[config.mk]
export PLATFORM = sky130hd
export DESIGN_NAME = dual_bank_clk_xbar
export DESIGN_NICKNAME = d
export VERILOG_FILES = /design/src/rtl/clk_xbar_pkg.sv /design/src/rtl/clk_xbar_ctrl.sv /design/src/rtl/clk_xbar_dp.sv /design/src/rtl/dual_bank_clk_xbar.sv
export SDC_FILE = /design/constraint.sdc
export NUM_CORES = 1
export LEC_CHECK = 0
export BUFFER_PORTS_ARGS = -buffer_cell sky130_fd_sc_hd__buf_4
export CAP_MARGIN = 0
export CORE_MARGIN = 2
export CORE_UTILIZATION = 49
export CTS_CLUSTER_SIZE = 8
export DETAILED_ROUTE_END_ITERATION = 10
export GPL_TIMING_DRIVEN = 0
export HOLD_SLACK_MARGIN = 0.06
export PLACE_DENSITY = 0.7
export SLEW_MARGIN = 10
export SYNTH_ARGS = -nofsm -noshare
export SYNTH_HDL_FRONTEND = slang
export SYNTH_SLANG_ARGS = --single-unit
[constraint.sdc]
create_clock -name clk -period 1.9 [get_ports clk]
set_input_delay 0.19 -clock clk [delete_from_list [all_inputs] [get_ports clk]]
set_output_delay 0.19 -clock clk [all_outputs]
set_load 0.02 [all_outputs]
[src/rtl/clk_xbar_pkg.sv]
package clk_xbar_pkg;
  localparam int ADDR_W = 2;
  localparam logic [ADDR_W-1:0] ADDR_N1  = 2'd0;
  localparam logic [ADDR_W-1:0] ADDR_N2  = 2'd1;
  localparam logic [ADDR_W-1:0] ADDR_SEL = 2'd2;
  localparam logic [ADDR_W-1:0] ADDR_OE  = 2'd3;
  localparam int NUM_BANKS = 2;
  localparam int NUM_OUTS  = 2;
  localparam int SEL_W     = 3;

  typedef enum logic [SEL_W-1:0] {
    SRC_REF   = 3'd0,
    SRC_B1_N  = 3'd1,
    SRC_B1_D2 = 3'd2,
    SRC_B1_D3 = 3'd3,
    SRC_B2_N  = 3'd4,
    SRC_B2_D2 = 3'd5,
    SRC_B2_D4 = 3'd6,
    SRC_RSVD  = 3'd7
  } srcSel_t;

  typedef struct packed {
    logic [NUM_BANKS-1:0] restart;
  } ctrlStrobes_t;
endpackage

[src/rtl/clk_xbar_ctrl.sv]
module clk_xbar_ctrl
  import clk_xbar_pkg::*;
#(
  parameter int DATA_W = 8,
  parameter int N_W    = 7,
  parameter int N_MIN  = 4,
  parameter int N_MAX  = 127,
  parameter int N_DEF  = 8
) (
  input  logic                                clk,
  input  logic                                rst,
  input  logic                                wrEn,
  input  logic [ADDR_W-1:0]                   wrAddr,
  input  logic [DATA_W-1:0]                   wrData,
  output logic [NUM_BANKS-1:0][N_W-1:0]       divN,
  output logic [NUM_OUTS-1:0][SEL_W-1:0]      outSel,
  output logic [NUM_OUTS-1:0]                 outEn,
  output logic                                errFlag,
  output ctrlStrobes_t                        strobes
);
  localparam logic [DATA_W-1:0] MIN_D = DATA_W'(N_MIN);
  localparam logic [DATA_W-1:0] MAX_D = DATA_W'(N_MAX);

  logic tooLow, tooHigh;
  logic [N_W-1:0] clampedN;

  always_comb begin
    tooLow  = wrData < MIN_D;
    tooHigh = wrData > MAX_D;
    if (tooLow)       clampedN = N_W'(N_MIN);
    else if (tooHigh) clampedN = N_W'(N_MAX);
    else              clampedN = wrData[N_W-1:0];
  end

  always_ff @(posedge clk) begin
    if (rst) begin
      divN    <= {NUM_BANKS{N_W'(N_DEF)}};
      outSel  <= '0;
      outEn   <= '0;
      errFlag <= 1'b0;
      strobes <= '0;
    end else begin
      strobes.restart <= '0;
      if (wrEn) begin
        for (int b = 0; b < NUM_BANKS; b++) begin
          if (wrAddr == ADDR_W'(b)) begin
            divN[b]            <= clampedN;
            strobes.restart[b] <= 1'b1;
            if (tooLow || tooHigh) errFlag <= 1'b1;
          end
        end
        if (wrAddr == ADDR_SEL) begin
          outSel[0]       <= wrData[7:5];
          outSel[1]       <= wrData[3:1];
          strobes.restart <= '1;
        end
        if (wrAddr == ADDR_OE) outEn <= wrData[NUM_OUTS-1:0];
      end
    end
  end
endmodule

[src/rtl/clk_xbar_dp.sv]
module clk_xbar_dp
  import clk_xbar_pkg::*;
#(
  parameter int N_W = 7
) (
  input  logic                           clk,
  input  logic                           rst,
  input  logic                           refClk,
  input  logic [NUM_BANKS-1:0]           bankTick,
  input  logic [NUM_BANKS-1:0][N_W-1:0]  divN,
  input  logic [NUM_OUTS-1:0][SEL_W-1:0] outSel,
  input  logic [NUM_OUTS-1:0]            outEn,
  input  ctrlStrobes_t                   strobes,
  output logic [NUM_OUTS-1:0]            clkOut
);
  logic [NUM_BANKS-1:0][N_W-1:0] bankCnt;
  logic [NUM_BANKS-1:0] wrap, progTap, halfTap, fixedTap;

  for (genvar b = 0; b < NUM_BANKS; b++) begin : gBank
    assign wrap[b]    = bankCnt[b] == divN[b] - N_W'(1);
    assign progTap[b] = bankCnt[b] < (divN[b] >> 1);
    assign halfTap[b] = ~bankCnt[b][0];

    always_ff @(posedge clk) begin
      if (rst || strobes.restart[b])  bankCnt[b] <= '0;
      else if (bankTick[b])           bankCnt[b] <= wrap[b] ? '0 : bankCnt[b] + N_W'(1);
    end

    if (b == 0) begin : gDiv3
      logic [1:0] mod3;
      always_ff @(posedge clk) begin
        if (rst || strobes.restart[b])  mod3 <= '0;
        else if (bankTick[b])           mod3 <= (wrap[b] || mod3 == 2'd2) ? 2'd0 : mod3 + 2'd1;
      end
      assign fixedTap[b] = mod3 == 2'd0;
    end else begin : gDiv4
      assign fixedTap[b] = bankCnt[b][1:0] < 2'd2;
    end
  end

  for (genvar o = 0; o < NUM_OUTS; o++) begin : gOut
    logic picked;
    always_comb begin
      case (srcSel_t'(outSel[o]))
        SRC_REF:   picked = refClk;
        SRC_B1_N:  picked = progTap[0];
        SRC_B1_D2: picked = halfTap[0];
        SRC_B1_D3: picked = fixedTap[0];
        SRC_B2_N:  picked = progTap[1];
        SRC_B2_D2: picked = halfTap[1];
        SRC_B2_D4: picked = fixedTap[1];
        default:   picked = 1'b0;
      endcase
    end
    always_ff @(posedge clk) begin
      if (rst) clkOut[o] <= 1'b0;
      else     clkOut[o] <= outEn[o] & picked;
    end
  end
endmodule

[src/rtl/dual_bank_clk_xbar.sv]
module dual_bank_clk_xbar
  import clk_xbar_pkg::*;
#(
  parameter int DATA_W = 8,
  parameter int N_W    = 7,
  parameter int N_MIN  = 4,
  parameter int N_MAX  = 127,
  parameter int N_DEF  = 8
) (
  input  logic              clk,
  input  logic              rst,
  input  logic              refClk,
  input  logic              bank1Tick,
  input  logic              bank2Tick,
  input  logic              wrEn,
  input  logic [ADDR_W-1:0] wrAddr,
  input  logic [DATA_W-1:0] wrData,
  output logic              clkOut1,
  output logic              clkOut2,
  output logic              errFlag
);
  logic [NUM_BANKS-1:0][N_W-1:0]  divN;
  logic [NUM_OUTS-1:0][SEL_W-1:0] outSel;
  logic [NUM_OUTS-1:0]            outEn;
  logic [NUM_OUTS-1:0]            clkOut;
  ctrlStrobes_t                   strobes;

  clk_xbar_ctrl #(.DATA_W(DATA_W), .N_W(N_W), .N_MIN(N_MIN), .N_MAX(N_MAX), .N_DEF(N_DEF)) uCtrl (
    .clk(clk), .rst(rst), .wrEn(wrEn), .wrAddr(wrAddr), .wrData(wrData),
    .divN(divN), .outSel(outSel), .outEn(outEn), .errFlag(errFlag), .strobes(strobes)
  );

  clk_xbar_dp #(.N_W(N_W)) uDp (
    .clk(clk), .rst(rst), .refClk(refClk), .bankTick({bank2Tick, bank1Tick}),
    .divN(divN), .outSel(outSel), .outEn(outEn), .strobes(strobes), .clkOut(clkOut)
  );

  assign clkOut1 = clkOut[0];
  assign clkOut2 = clkOut[1];
endmodule

Word level (Yosys, flattened, before mapping)

Index checks and enable logic that the tools add are counted.

Register bits after elaboration: 43
Word-level logic and storage cells: 72

Reductions and logical operators: 13
Bitwise logic cells: 5
Order comparisons: 5
Eq/ne operators: 18
Mux-type cells: 14
Add/sub/neg operators: 5

Operator list:

| operator              | count |
|---|---|
| $mux W7               | 4 |
| $eq A3 B3 Y1 const B  | 6 |
| $add A7 B1 Y7 const B | 2 |
| $eq A7 B7 Y1          | 2 |
| $lt A7 B6 Y1          | 2 |
| $pmux W1 S7           | 2 |
| $sub A7 B1 Y7 const B | 2 |
| $eq A3 B2 Y1 const B  | 4 |
| $gt A8 B7 Y1 const B  | 1 |
| $lt A8 B3 Y1 const B  | 1 |
| $reduce_and A2 Y1     | 4 |
| $eq A2 B2 Y1 const B  | 3 |
| $eq A3 B1 Y1 const B  | 2 |
| $logic_not A3 Y1      | 2 |
| $mux W1               | 6 |
| $logic_not A2 Y1      | 2 |
| $logic_or A1 B1 Y1    | 4 |
| $mux W2               | 2 |
| $not A1 Y1            | 3 |
| $add A2 B1 Y2 const B | 1 |
| $and A1 B1 Y1         | 2 |
| $eq A2 B1 Y1 const B  | 1 |
| $lt A2 B2 Y1 const B  | 1 |
| $reduce_or A2 Y1      | 1 |

Longest topological paths before layout

Depth after elaboration: 6
Depth in mapped cells: 9

Hierarchy

Synthesis repeated with hierarchy kept, for this count alone.

Cells, all modules: 322
Area total of the unflattened synthesis: 2658.8 µm²

Modules (own cells, without submodules):

| module        | area an instance (µm²) | cells each | instances | seq. area each (µm²) |
|---|---|---|---|---|
| clk_xbar_dp   | 1635.3                 | 204        | 1         | 360.3 |
| clk_xbar_ctrl | 1023.5                 | 118        | 1         | 500.5 |

Worst setup path after synthesis

OpenSTA, ideal clock, no wires.

Path type: flip-flop to flip-flop
Start: register uCtrl.divN[0] (netlist name)
End: register uDp.bankCnt[2] (netlist name)
Path buffers: 1
Arrival: 1.948 ns
Stages on the path, launching flop included: 10
Setup slack: -0.168 ns
Setup time: 0.120 ns
Period minus slack after synthesis: 2.068 ns
Required time: 1.780 ns
Cells stage by stage: dfxtp_1 inv_1 ha_1 nor2b_1 or3_1 a31oi_1 and4_1 clkbuf_1 nor3_1 o31a_1

Word-level cells in the longest chain between the ends: 3

Ends and longest elaborated chain:

| element                           | RTL line            | RTL |
|---|---|---|
| from (decl)                       | clk_xbar_ctrl.sv:15 | `output logic [NUM_BANKS-1:0][N_W-1:0] divN,` |
| from (signal assigned)            | clk_xbar_ctrl.sv:37 | `divN <= {NUM_BANKS{N_W'(N_DEF)}};` |
| from (signal, indexed assignment) | clk_xbar_ctrl.sv:47 | `divN[b] <= clampedN;` |
| $sub A7 B1 Y7                     | clk_xbar_dp.sv:20   | `assign wrap[b] = bankCnt[b] == divN[b] - N_W'(1);` |
| $eq A7 B7 Y1                      | clk_xbar_dp.sv:20   |  |
| $mux W7                           | clk_xbar_dp.sv:26   | `else if (bankTick[b]) bankCnt[b] <= wrap[b] ? '0 : bankCnt[b] + N_W'(1);` |
| to (signal, indexed assignment)   | clk_xbar_dp.sv:26   |  |
| to (decl)                         | clk_xbar_dp.sv:16   | `logic [NUM_BANKS-1:0][N_W-1:0] bankCnt;` |

No other way between the ends.
A chain may end at the register's enable or synchronous reset.

Worst setup path after layout

Start: register uCtrl.divN[7] (netlist name)
End: register uDp.bankCnt[7] (netlist name)

The elaborated chain is that of the path after synthesis.

==> results.py <==
metrics = {
    "clocking": {
        "cts_tree": "yes",
        "clkTransAtPathRegs_ps": 80,
        "htree_num_levels": 2,
        "hold_buffers": 0,
        "root_buffer": "clkbuf_8",
        "numCtsBuffers": 5,
        "clkSinkCount": 43,
        "clock_path_buffers": 2,
        "clock_latency_ps": 300,
    },
    "layout": {
        "diodes": 0,
        "multi_input_comb_area_sq_mm": 0.00168,
        "final_common_cell": "dfxtp_1",
        "final_cell_area_sq_mm": 0.00313,
        "layout.nets": 396,
        "seqCellArea_sq_um": 873,
        "synthToLayoutAreaGrowth_pct": 19.7,
        "final_cell_mix": "dfxtp_1, nor2_1, nand2_1",
        "drive_above_1_share_pct": 15.0,
        "final_util_pct": 60.8,
        "fill_cells": 484,
    },
    "timing": {
        "worst_slew_pin_slew_ps": 481,
        "rsz0062_at_grt": "yes",
        "whs_ps": 170,
        "slew_headroom_pct": 67.9,
        "setup_tns_ps": -1050,
        "final.setup_skew_ps": 5.36,
        "period_minus_slack_ps": 2040,
        "finalHoldViolCount": 0,
        "slew_violations": 0,
        "period_share_pct": 107,
        "max_freq_mhz": 490,
        "timing.final.ws_setup_ps": -141,
        "setup-violations-final": 11,
    },
    "routing": {
        "dr_total_vias": 2377,
        "wirelength_um": 6190,
        "top_layer_used": "met4",
        "drt_pre_antenna_iters": 4,
        "ant_nets": 0,
        "drt_iter0_drc": 98,
        "met2_length_um": 2990,
        "drc": 0,
        "drt-vias-per-instance": 5.52,
        "wl_per_cell_um": 14.4,
        "wl_met3_um": 262,
        "wl_met1_um": 2870,
    },
    "logic_synthesis": {
        "syn_area_sq_mm": 0.00261,
        "synth_ff_type": "dfxtp_1",
        "synthArstFlopShare_pct": 0,
        "yosys_warnings": 0,
        "yosysUniqueCellTypes": 41,
        "postSynthAreaPerCell_sq_um": 7.94,
        "ys_ff_latch": 43,
        "synth-edff-count": 0,
        "syn-instance-count": 329,
        "synth_nets": 365,
        "ys_seq_area_share_pct": 33.0,
    },
    "floorplanning": {
        "die_height_um": 77.0,
        "coreArea_sq_mm": 0.00514,
        "top_level_ports": 19,
        "die_w_um": 77.0,
        "rows": 26,
        "die_area_sq_mm": 0.00593,
        "start_util_pct": 50.8,
    },
    "power": {
        "ir_drop_v": 0.000395,
        "cellLeakagePower_nw": 1.23,
        "seqPwrFrac_pct": 45.4,
        "comb_power_share_pct": 15.4,
        "pwr-share-clk_pct": 39.2,
        "switchingPower_uw": 537,
        "internal_power_mw": 1.62,
        "swShare_pct": 25.0,
        "p_per_area_mw_per_mm2": 689,
    },
    "placed_design": {
        "port_buffers": 16,
        "postPlaceCellArea_sq_mm": 0.00283,
        "gp_congestion": 0.847,
        "hpwlAfterDp_um": 4370,
    },
    "setup_path": {
        "cpPeakStageDelay_ps": 510,
        "worst-path-max-fanout": 4,
        "crit_chain": "or4_1 > a31oi_1 > o31ai_2 > a2111oi_4 > buf_4 > nor3b_1 > o21a_1",
        "cp-end-kind": "flip-flop",
        "critPathKind": "reg2reg",
        "startpoint_type": "flip-flop",
        "crit_path_top_delay_cell": "or4_1",
        "worstPathRequired_ps": 2100,
        "worstPathArrival_ps": 2240,
        "reg2reg_setup_slack_ps": -140,
    },
    "outcome": {
        "violations": "setup timing",
        "status": "finished with violations",
    },
    "global_route": {
        "grt_max_degree": 14,
        "grt_first_pass_wirelength_um": 10100,
        "grt_pass1_vias": 2171,
        "grt_use_total_pct": 21.1,
        "grt.overflow.total": 0,
        "antenna_found_initial": 0,
    },
    "run": {
        "cap_viol_max_count": 0,
    },
    "min_path": {
        "hp-class": "in2reg",
    },
}
## cells by family (layout without fill, tap and decap cells)
| family | Yosys count | after routing | synth area share, % |
|---|---|---|---|
| buf+inv | 40 | 72 | 5.79 |
| flops | 43 | 43 | 33.0 |
| simple gates | 134 | 134 | 25.9 |
| fa+ha+maj | 20 | 20 | 9.58 |
| compound gates | 70 | 70 | 18.4 |
| xor+xnor | 22 | 22 | 7.38 |
## per-layer routing
layer / global-route usage, % / vias to the layer above
met5: 0 / -
met2: 36.1 / 56
met1: 26.8 / 1107
met4: 6.61 / 0
met3: 4.00 / 9
li1: - / 1205
## worst max-delay path, delay by kind of cell (launching register included)
family	cells	cell delay [ps]
simple gates	2	550
flops	1	360
compound gates	4	850
buf+inv	1	180
## power by group through the flow
stage | Combinational (mW) | Clock (mW) | Sequential (mW)
floorplan | 0.216 | 0 | 0.986
global placement | 0.290 | 0 | 0.995
detailed placement | 0.297 | 0 | 0.997
CTS | 0.317 | 0.848 | 0.976
global route | 0.371 | 0.890 | 0.983
finish | 0.332 | 0.844 | 0.978
## stage by stage
| step | total power, mW | std cells | worst slack (ps) |
|---|---|---|---|
| after CTS | 2.14 | 429 | -161 |
| final | 2.15 | 431 | -141 |
| after floorplan | 1.20 | 329 | 7.33 |
| after global placement | 1.28 | 415 | -151 |
| after detailed placement | 1.29 | 415 | -198 |
| after global routing | 2.24 | 431 | -249 |
## synthesized netlist by cell type (all sizes together), types with 10 or more instances
master	n	area, sq um
a211oi	12	90.1
a21oi	20	100
and2	12	75.1
clkbuf	10	37.5
dfxtp	43	861
ha	20	250
inv	26	97.6
nand2	28	105
nand3	13	65.1
nor2	34	128
nor3	11	55.1
xnor2	17	149
## repair_timing
| action | in CTS | in global routing |
|---|---|---|
| setup buffers | 7 | 2 |
| endpoints found under the setup margin | 16 | 18 |
| pin swaps | 13 | 8 |
| gates resized for setup | 15 | 10 |
## final timing paths
path | start | cells past startpoint | endpoint
worst min register to register | uCtrl.strobes[0] | 1 | uDp.gBank[0].gDiv3.mod3[1]
worst max register to register | uCtrl.divN[7] | 7 | uDp.bankCnt[7]
worst max-delay path | uCtrl.divN[7] | 7 | uDp.bankCnt[7]
worst min-delay path | wrData[3] | 3 | uCtrl.outSel[5]
## layout make-up
type	count	share of cell area [%]
Multi-Input combinational cell	246	53.6
Sequential cell	43	27.9
Timing Repair Buffer	25	6.40
Inverter	26	3.12
Tap cell	70	2.80
Clock buffer	6	2.32
Clock inverter	2	1.92
Buffer	13	1.92
## sequential cells by signal (all words and copies together) (netlist names)
register / cells
uCtrl.outSel: 6
uDp.clkOut: 2
uDp.gBank.gDiv3.mod3: 2
uCtrl.strobes: 2
uCtrl.divN: 14
uCtrl.errFlag: 1
uCtrl.outEn: 2
uDp.bankCnt: 14
No activity file was read; power rests on OpenSTA's default activity.
